File: src/rtl/segbuf_pkg.sv
package segbuf_pkg;

    typedef enum logic [2:0] {
        SEL_CUR_SEG = 3'd0,
        SEL_CUR_CNT = 3'd1,
        SEL_NXT_SEG = 3'd2,
        SEL_NXT_CNT = 3'd3,
        SEL_CTRL    = 3'd4,
        SEL_IRQ_CLR = 3'd5
    } cfg_sel_e;

    // bit 0 advance enable, bit 1 write disable, bit 2 interrupt enable
    typedef struct packed {
        logic irq_en;
        logic wr_dis;
        logic inc_en;
    } ctrl_t;

    localparam int CTRL_W = $bits(ctrl_t);

    // sector boundary events produced by the pointer unit
    typedef struct packed {
        logic close;   // a sector ended
        logic reload;  // group exhausted, swap in next set
    } sect_evt_t;

    function automatic bit is_pow2(input int v);
        return (v > 0) && ((v & (v - 1)) == 0);
    endfunction

endpackage

File: src/rtl/segbuf_regs.sv
module segbuf_regs
    import segbuf_pkg::*;
#(
    parameter int SEG_W = 16,
    parameter int CNT_W = 16,
    parameter int CFG_W = 16
) (
    input  logic             clk,
    input  logic             rst,
    input  logic             cfg_we,
    input  cfg_sel_e         cfg_sel,
    input  logic [CFG_W-1:0] cfg_data,
    input  logic             reload,
    output logic [SEG_W-1:0] nxt_seg,
    output logic [CNT_W-1:0] nxt_cnt,
    output ctrl_t            ctrl,
    output logic             irq
);

    logic irq_clr;
    assign irq_clr = cfg_we && (cfg_sel == SEL_IRQ_CLR);

    always_ff @(posedge clk) begin
        if (rst) begin
            nxt_seg <= '0;
            nxt_cnt <= '0;
            ctrl    <= '0;
        end else if (cfg_we) begin
            case (cfg_sel)
                SEL_NXT_SEG: nxt_seg <= cfg_data[SEG_W-1:0];
                SEL_NXT_CNT: nxt_cnt <= cfg_data[CNT_W-1:0];
                SEL_CTRL:    ctrl    <= ctrl_t'(cfg_data[CTRL_W-1:0]);
                default: ;
            endcase
        end
    end

    // sticky flag: a reload beats a clear in the same cycle
    always_ff @(posedge clk) begin
        if (rst)
            irq <= 1'b0;
        else if (reload && ctrl.irq_en)
            irq <= 1'b1;
        else if (irq_clr)
            irq <= 1'b0;
    end

    assert_irq_sticky_R5: assert property (@(posedge clk) disable iff (rst)
        irq && !irq_clr |=> irq);

    assert_irq_cause_R5: assert property (@(posedge clk) disable iff (rst)
        $rose(irq) |-> $past(reload));

endmodule

File: src/rtl/segbuf_ptr.sv
module segbuf_ptr
    import segbuf_pkg::*;
#(
    parameter int SEG_W = 16,
    parameter int CNT_W = 16,
    parameter int CFG_W = 16
) (
    input  logic             clk,
    input  logic             rst,
    input  logic             sync,
    input  logic             cfg_we,
    input  cfg_sel_e         cfg_sel,
    input  logic [CFG_W-1:0] cfg_data,
    input  logic [SEG_W-1:0] nxt_seg,
    input  logic [CNT_W-1:0] nxt_cnt,
    input  logic             inc_en,
    output logic [SEG_W-1:0] cur_seg,
    output logic [CNT_W-1:0] cur_cnt,
    output logic [SEG_W-1:0] prev_seg,
    output logic             in_sector,
    output sect_evt_t        evt
);

    localparam logic [CNT_W-1:0] CNT_ONE = CNT_W'(1);

    logic [SEG_W-1:0] seg_step;
    assign seg_step = {{(SEG_W-1){1'b0}}, inc_en};

    always_comb begin
        evt.close  = sync && in_sector;
        evt.reload = evt.close && (cur_cnt <= CNT_ONE);
    end

    always_ff @(posedge clk) begin
        if (rst) begin
            cur_seg   <= '0;
            cur_cnt   <= '0;
            prev_seg  <= '0;
            in_sector <= 1'b0;
        end else begin
            if (sync)
                in_sector <= 1'b1;
            if (evt.close) begin
                prev_seg <= cur_seg;
                if (evt.reload) begin
                    cur_seg <= nxt_seg;
                    cur_cnt <= nxt_cnt;
                end else begin
                    cur_seg <= cur_seg + seg_step;
                    cur_cnt <= cur_cnt - CNT_ONE;
                end
            end else if (cfg_we) begin
                case (cfg_sel)
                    SEL_CUR_SEG: cur_seg <= cfg_data[SEG_W-1:0];
                    SEL_CUR_CNT: cur_cnt <= cfg_data[CNT_W-1:0];
                    default: ;
                endcase
            end
        end
    end

    assert_cnt_dec_R3: assert property (@(posedge clk) disable iff (rst)
        evt.close && !evt.reload |=> cur_cnt == $past(cur_cnt) - CNT_ONE);

    assert_seg_hold_R2: assert property (@(posedge clk) disable iff (rst)
        evt.close && !evt.reload && !inc_en |=> cur_seg == $past(cur_seg));

    assert_reload_load_R4: assert property (@(posedge clk) disable iff (rst)
        evt.reload |=> cur_seg == $past(nxt_seg) && cur_cnt == $past(nxt_cnt));

    assert_prev_capture_R6: assert property (@(posedge clk) disable iff (rst)
        evt.close |=> prev_seg == $past(cur_seg));

endmodule

File: src/rtl/segbuf_ofs.sv
module segbuf_ofs
    import segbuf_pkg::*;
#(
    parameter int SEG_W     = 16,
    parameter int OFS_W     = 12,
    parameter int SEG_BYTES = 2560,
    localparam int ADDR_W   = SEG_W + OFS_W
) (
    input  logic              clk,
    input  logic              rst,
    input  logic              sync,
    input  logic              byte_vld,
    input  logic              in_sector,
    input  logic              wr_dis,
    input  logic [SEG_W-1:0]  cur_seg,
    output logic [ADDR_W-1:0] wr_addr,
    output logic              wr_en
);

    localparam logic [OFS_W-1:0] OFS_END = OFS_W'(SEG_BYTES);
    localparam logic [OFS_W-1:0] OFS_ONE = OFS_W'(1);

    logic [OFS_W-1:0]  offset;
    logic [ADDR_W-1:0] seg_base;
    logic              accept;

    assign accept = byte_vld && !sync && in_sector && (offset < OFS_END);
    assign wr_en  = accept && !wr_dis;

    always_ff @(posedge clk) begin
        if (rst)
            offset <= '0;
        else if (sync)
            offset <= '0;
        else if (accept)
            offset <= offset + OFS_ONE;
    end

    // segment base: shift when the stride is a power of two, else multiply
    generate
        if (is_pow2(SEG_BYTES)) begin : g_shift_base
            assign seg_base = ADDR_W'(cur_seg) << $clog2(SEG_BYTES);
        end else begin : g_mult_base
            assign seg_base = ADDR_W'(cur_seg) * ADDR_W'(SEG_BYTES);
        end
    endgenerate

    assign wr_addr = seg_base + ADDR_W'(offset);

    assert_no_write_past_end_R8: assert property (@(posedge clk) disable iff (rst)
        wr_en |-> offset < OFS_END);

    assert_offset_restart_R1: assert property (@(posedge clk) disable iff (rst)
        sync |=> offset == '0);

    assert_offset_step_R1: assert property (@(posedge clk) disable iff (rst)
        accept |=> offset == $past(offset) + OFS_ONE);

endmodule

File: src/rtl/segbuf_wrptr.sv
module segbuf_wrptr
    import segbuf_pkg::*;
#(
    parameter int SEG_W     = 16,
    parameter int OFS_W     = 12,
    parameter int CNT_W     = 16,
    parameter int CFG_W     = 16,
    parameter int SEG_BYTES = 2560,
    localparam int ADDR_W   = SEG_W + OFS_W
) (
    input  logic              clk,
    input  logic              rst,
    input  logic              sync_i,
    input  logic              byte_vld_i,
    input  logic              cfg_we_i,
    input  logic [2:0]        cfg_sel_i,
    input  logic [CFG_W-1:0]  cfg_data_i,
    output logic [ADDR_W-1:0] wr_addr_o,
    output logic              wr_en_o,
    output logic              reload_irq_o,
    output logic [SEG_W-1:0]  prev_seg_o,
    output logic [SEG_W-1:0]  cur_seg_o,
    output logic [CNT_W-1:0]  cur_cnt_o
);

    cfg_sel_e         sel;
    logic [SEG_W-1:0] nxt_seg;
    logic [CNT_W-1:0] nxt_cnt;
    ctrl_t            ctrl;
    logic             in_sector;
    sect_evt_t        evt;

    assign sel = cfg_sel_e'(cfg_sel_i);

    segbuf_regs #(.SEG_W(SEG_W), .CNT_W(CNT_W), .CFG_W(CFG_W)) u_regs (
        .clk      (clk),
        .rst      (rst),
        .cfg_we   (cfg_we_i),
        .cfg_sel  (sel),
        .cfg_data (cfg_data_i),
        .reload   (evt.reload),
        .nxt_seg  (nxt_seg),
        .nxt_cnt  (nxt_cnt),
        .ctrl     (ctrl),
        .irq      (reload_irq_o)
    );

    segbuf_ptr #(.SEG_W(SEG_W), .CNT_W(CNT_W), .CFG_W(CFG_W)) u_ptr (
        .clk       (clk),
        .rst       (rst),
        .sync      (sync_i),
        .cfg_we    (cfg_we_i),
        .cfg_sel   (sel),
        .cfg_data  (cfg_data_i),
        .nxt_seg   (nxt_seg),
        .nxt_cnt   (nxt_cnt),
        .inc_en    (ctrl.inc_en),
        .cur_seg   (cur_seg_o),
        .cur_cnt   (cur_cnt_o),
        .prev_seg  (prev_seg_o),
        .in_sector (in_sector),
        .evt       (evt)
    );

    segbuf_ofs #(.SEG_W(SEG_W), .OFS_W(OFS_W), .SEG_BYTES(SEG_BYTES)) u_ofs (
        .clk       (clk),
        .rst       (rst),
        .sync      (sync_i),
        .byte_vld  (byte_vld_i),
        .in_sector (in_sector),
        .wr_dis    (ctrl.wr_dis),
        .cur_seg   (cur_seg_o),
        .wr_addr   (wr_addr_o),
        .wr_en     (wr_en_o)
    );

    assert_wrdis_blocks_R7: assert property (@(posedge clk) disable iff (rst)
        ctrl.wr_dis |-> !wr_en_o);

    assert_no_write_unopened_R9: assert property (@(posedge clk) disable iff (rst)
        (!in_sector || sync_i) |-> !wr_en_o);

endmodule

File: config.mk
export PLATFORM = sky130hd
export DESIGN_NAME = segbuf_wrptr
export DESIGN_NICKNAME = d
export VERILOG_FILES = /design/src/rtl/segbuf_pkg.sv /design/src/rtl/segbuf_regs.sv /design/src/rtl/segbuf_ptr.sv /design/src/rtl/segbuf_ofs.sv /design/src/rtl/segbuf_wrptr.sv
export SDC_FILE = /design/constraint.sdc
export NUM_CORES = 1
export LEC_CHECK = 0
export BUFFER_PORTS_ARGS = -buffer_cell sky130_fd_sc_hd__buf_2
export CAP_MARGIN = 10
export CORE_ASPECT_RATIO = 1.5
export CORE_MARGIN = 8
export CORE_UTILIZATION = 30
export CTS_BUF_LIST = sky130_fd_sc_hd__clkbuf_2
export CTS_CLUSTER_SIZE = 12
export DETAILED_ROUTE_END_ITERATION = 16
export GPL_TIMING_DRIVEN = 0
export SYNTH_ARGS = -nofsm -noshare
export SYNTH_HDL_FRONTEND = slang
export SYNTH_SLANG_ARGS = --single-unit
File: constraint.sdc
create_clock -name clk -period 4.4 [get_ports clk]
set_input_delay 0.88 -clock clk [delete_from_list [all_inputs] [get_ports clk]]
set_output_delay 0.88 -clock clk [all_outputs]
set_load 0.005 [all_outputs]
# ---- After elaboration in Yosys (flattened, before gate mapping)
# Cells that the tools add are included.
# W data, S select, Z words.
dict set report totals {
  reg_bits 97
  input_bits 24
  out_inout_bits 78
  elab_cells 54
}
dict set report classes {
  n_addsub 4
  n_mul 1
  order_cmp 2
  eq_ne 5
  muxes 10
  reduce_logical 21
}
# cell count
set op_table {}
lappend op_table {{$mux W16} 8}
lappend op_table {{$add A28 B12 Y28} 1}
lappend op_table {{$mul A16 B3 Y19 const B} 1}
lappend op_table {{$add A16 B1 Y16} 1}
lappend op_table {{$le A16 B1 Y1 const B} 1}
lappend op_table {{$sub A16 B1 Y16 const B} 1}
lappend op_table {{$add A12 B1 Y12 const B} 1}
lappend op_table {{$lt A12 B12 Y1 const B} 1}
lappend op_table {{$reduce_and A2 Y1} 5}
lappend op_table {{$logic_and A1 B1 Y1} 8}
lappend op_table {{$reduce_bool A2 Y1} 4}
lappend op_table {{$eq A3 B2 Y1 const B} 2}
lappend op_table {{$eq A3 B3 Y1 const B} 2}
lappend op_table {{$eq A3 B1 Y1 const B} 1}
lappend op_table {{$logic_not A3 Y1} 1}
lappend op_table {{$logic_not A1 Y1} 2}
lappend op_table {{$mux W1} 2}
lappend op_table {{$reduce_or A2 Y1} 1}

# ---- Logic depth before layout (Yosys ltp)
dict set report depth {
  depth_word 5
  depth_mapped 11
  depth_no_buf 11
}

# ---- Cells and area by module
# Synthesis repeated with hierarchy kept, for this count alone.
dict set report unflattened {
  cells_unflattened 734
  hier_area_um2 6214.7
}
# mod instances cells_per_inst area_per_inst_um2
set by_module_without_submodules {}
lappend by_module_without_submodules {segbuf_ptr 1 354 2751.4}
lappend by_module_without_submodules {segbuf_ofs 1 241 1938.1}
lappend by_module_without_submodules {segbuf_regs 1 139 1525.2}

# ---- Worst setup path before layout
# OpenSTA, ideal clock, no wires.
dict set report synth_path {
  kind {flip-flop to output port}
  from {register u_ptr.cur_seg[3]}
  to {output port wr_addr_o[27]}
  arrival_time_ns 3.101
  required_time_ns 3.520
  path_slack_ns 0.419
  stages_incl_launch_ff 12
  path_cell_list {dfxtp_1 > ha_1 > ha_1 > fa_1 > a21o_1 > a21oi_1 > xnor2_1 > nand4_1 > nor4_2 > and3_1 > nand2b_1 > o32ai_1}
}
dict set report synth_via {
  elab_chain_len 2
}
# item line_no
set synth_rtl {}
lappend synth_rtl {{start, declared} segbuf_ptr.sv:17} ;# output logic [SEG_W-1:0] cur_seg,
lappend synth_rtl {{start signal, assigned} segbuf_ptr.sv:46} ;# cur_seg <= nxt_seg;
lappend synth_rtl {{start signal, assigned} segbuf_ptr.sv:49} ;# cur_seg <= cur_seg + seg_step;
lappend synth_rtl {{start signal, assigned} segbuf_ptr.sv:54} ;# SEL_CUR_SEG: cur_seg <= cfg_data[SEG_W-1:0];
lappend synth_rtl {{$mul A16 B3 Y19} segbuf_ofs.sv:44} ;# assign seg_base = ADDR_W'(cur_seg) * ADDR_W'(SEG_BYTES);
lappend synth_rtl {{$add A28 B12 Y28} segbuf_ofs.sv:48} ;# assign wr_addr = seg_base + ADDR_W'(offset);
lappend synth_rtl {{end, declared} segbuf_wrptr.sv:18} ;# output logic [ADDR_W-1:0] wr_addr_o,
# Every way passes these cells.

# ---- Worst setup path after layout
dict set report layout_path {
  from {register u_ptr.cur_seg[1]}
  to {output port wr_addr_o[27]}
}
# The elaborated chain is that of the path after synthesis.

==> flow_summary.yaml <==
run_status:
  outcome: "finished with violations"
  violations: "negative setup slack"
logic_synthesis:
  async_reset_ff_share_pct: 0
  synth_flop_cell: "dfxtp_1"
  synthCells: 763
  synthTopCellsByCount: "nand2_1, dfxtp_1, nor2_1, a21oi_1, xnor2_1"
  synthesis.nets: 825
  synth.yosys.seq_area_share_pct: 32.99
  syn_area_per_cell_um2: 7.714
  ys_seq_elements: 97
  synth_top_area_cell: "dfxtp_1"
  yosysWarningCount: 0
  yosysTopAreaCellShare_pct: 32.99
  syn_area_um2: 5886
  synth_cell_type_count: 60
  synth.top_cells.by_area: "dfxtp_1, nand2_1, ha_1"
  synth_edf_count: 0
  yosysMostFrequentCell: "nand2_1"
place:
  port_buffers: 101
  place_ws_ns: -0.2001
  gp_congestion: 0.8285
  hpwl_um: 14530
detailed_routing:
  viasPerCell: 4.991
  drc: 0
  wirelength_um: 18970
  vias: 5835
  firstDrtPassIters: 7
  drt_iter0_markers: 320
  antenna_left: 0
  post_drt_wl_per_cell_um: 16.23
cts:
  clock-sinks: 97
  clk_path_buf_depth: 2
  tritoncts: "yes"
  hold_buffers: 0
  clk_transition_reported_paths_ns: 0.28
  insertion_delay_ns: 0.59
  cts_buffers: 9
  cts_root_buffer: "clkbuf_2"
  htree_levels: 3
global_route:
  grtUsageTotal_pct: 15.35
  grt.met1_usage_pct: 16.15
  grtUsageMet2_pct: 29.45
  grt_pass1_vias: 5770
  grt_pass1_wl_um: 29850
  grt_max_degree: 17
  grt-ovfl-total: 0
  grt_busiest_layer: "met2"
  met3_usage_pct: 2.303
  antenna_found_initial: 1
power_and_ir_drop:
  p_per_area_nw_per_um2: 265.3
  p_leak_nw: 3.018
  irDropWorstVdd_mv: 0.1126
setup_path:
  critPathLaunchType: "register"
  worstPathRequired_ns: 3.52
  crit_fanout: 4
  end_kind: "output pin"
  r2r_setup_slack_ns: 1.63
  critical_path_class: "register to output pin"
  crit_arrival_ns: 3.60
timing:
  drv_slew: 0
  relSlewSlack_pct: 48.62
  period_share_pct: 101.8
  final.setup.tns_ns: -0.2266
  grt_setup_unrepaired: "yes"
  min_period_ns: 4.481
  worst_pin_slew_ns: 0.7604
  setup_ws_ns: -0.08058
  worst_clock_skew_ns: 0.04776
  fmax_mhz: 223.2
  setup_viol: 4
  holdWs_ns: 0.4730
  hold_viol_final: 0
floorplanning:
  die_x_um: 130.4
  die_y_um: 187.5
  fp.coreArea_um2: 19550
  ios: 102
  rows: 63
  initial_core_util_pct: 30.11
  dieArea_um2: 24450
run:
  drv_cap: 0
layout:
  drive_gt1_share_pct: 23.68
  final_nets: 965
  syn2layout_area_growth_pct: 25.13
  post-route-util_pct: 37.67
min_path:
  hold_path.class: "register to register"
## stage by stage
stage | area [µm²] | total power, mW | cells
detailed placement | 6716 | 1.458 | 1124
global route | 7365 | 2.065 | 1169
finish | 7365 | 1.954 | 1169
global placement | 6716 | 1.454 | 1124
CTS | 7258 | 1.955 | 1163
floorplan | 5886 | 1.288 | 763
## worst max-delay path: stages (launching register included)
cell	delay, ns
dfxtp_4	0.42
ha_4	0.24
ha_4	0.16
fa_2	0.36
a21o_4	0.24
a21oi_2	0.19
xnor2_2	0.16
nand4_1	0.12
buf_4	0.17
nor4_4	0.28
and3_4	0.25
nand2b_4	0.07
o32ai_4	0.20
buf_2	0.15
## power by group
group	internal, mW	switching [mW]	total (mW)
Clock	0.134	0.317	0.451
Sequential	0.915	0.0512	0.966
Combinational	0.230	0.307	0.537
## kinds of logic (layout without fill, tap and decap cells)
group           Yosys count  count (layout)  synth area share, %
buf+inv                  65             210                4.762
xor+xnor                 56              56                8.333
other cells               0               1                    0
mux                       8               8                1.361
simple gates            321             321                24.30
flops                    97              97                32.99
fa+ha+maj                38              38                8.333
compound gates          178             178                19.92
## state kept, by name, indices dropped and copies added (netlist names)
| name | flops |
|---|---|
| u_regs.nxt_cnt | 16 |
| u_ptr.prev_seg | 16 |
| u_ptr.cur_seg | 16 |
| u_ofs.offset | 12 |
| u_regs.nxt_seg | 16 |
| u_ptr.cur_cnt | 16 |
| u_regs.irq | 1 |
| u_regs.ctrl | 3 |
| u_ptr.in_sector | 1 |
## cell type report
cell class                      instances  area (µm²)
Fill cell                            2134       12180
Inverter                               16       60.06
Clock buffer                           10       50.05
Tap cell                              260       325.3
Multi-Input combinational cell        601        3928
Timing Repair Buffer                  129       723.2
Clock inverter                          6       66.31
Sequential cell                        97        1982
Buffer                                 49       227.7
Antenna cell                            1       2.502
## metal layers
metal	up-vias	wire length, µm
met3	16	834
met2	110	10360
met1	2737	7431
met5	-	0
li1	2972	-
met4	0	351
## layout by cell type, fill, tap and decap left out, drive strengths merged, types with 3 or more instances in the layout
cell | synthesis | layout
a211oi | 8 | 8
a21o | 8 | 8
a21oi | 74 | 74
a221oi | 3 | 3
a311oi | 26 | 26
a31oi | 3 | 3
and3 | 6 | 6
buf | 14 | 142
clkbuf | 35 | 46
dfxtp | 97 | 97
ha | 36 | 36
inv | 16 | 17
mux2i | 8 | 8
nand2 | 167 | 167
nand3 | 22 | 22
nand4 | 5 | 5
nor2 | 77 | 77
nor2b | 3 | 3
nor3 | 9 | 9
nor4 | 8 | 8
o211ai | 25 | 25
o21ai | 16 | 16
or2 | 3 | 3
or3 | 5 | 5
xnor2 | 37 | 37
xor2 | 19 | 19
## timing repair
| item | 4_1_cts | 5_1_grt |
|---|---|---|
| pin swaps | 17 | 9 |
| setup buffers | 23 | 5 |
| gates resized for setup | 58 | 15 |
| setup endpoints to repair | 10 | 7 |
## path summary, 6_finish.rpt
kind	endpoint	depth (start not counted)	start
worst max-delay path	wr_addr_o[27]	13	u_ptr.cur_seg[1]
worst min-delay path	u_ptr.prev_seg[15]	2	u_ptr.prev_seg[15]
worst max register to register	u_ptr.cur_cnt[6]	9	u_ptr.cur_cnt[0]
worst min register to register	u_ptr.prev_seg[15]	2	u_ptr.prev_seg[15]
No activity file was read; power rests on OpenSTA's default activity.
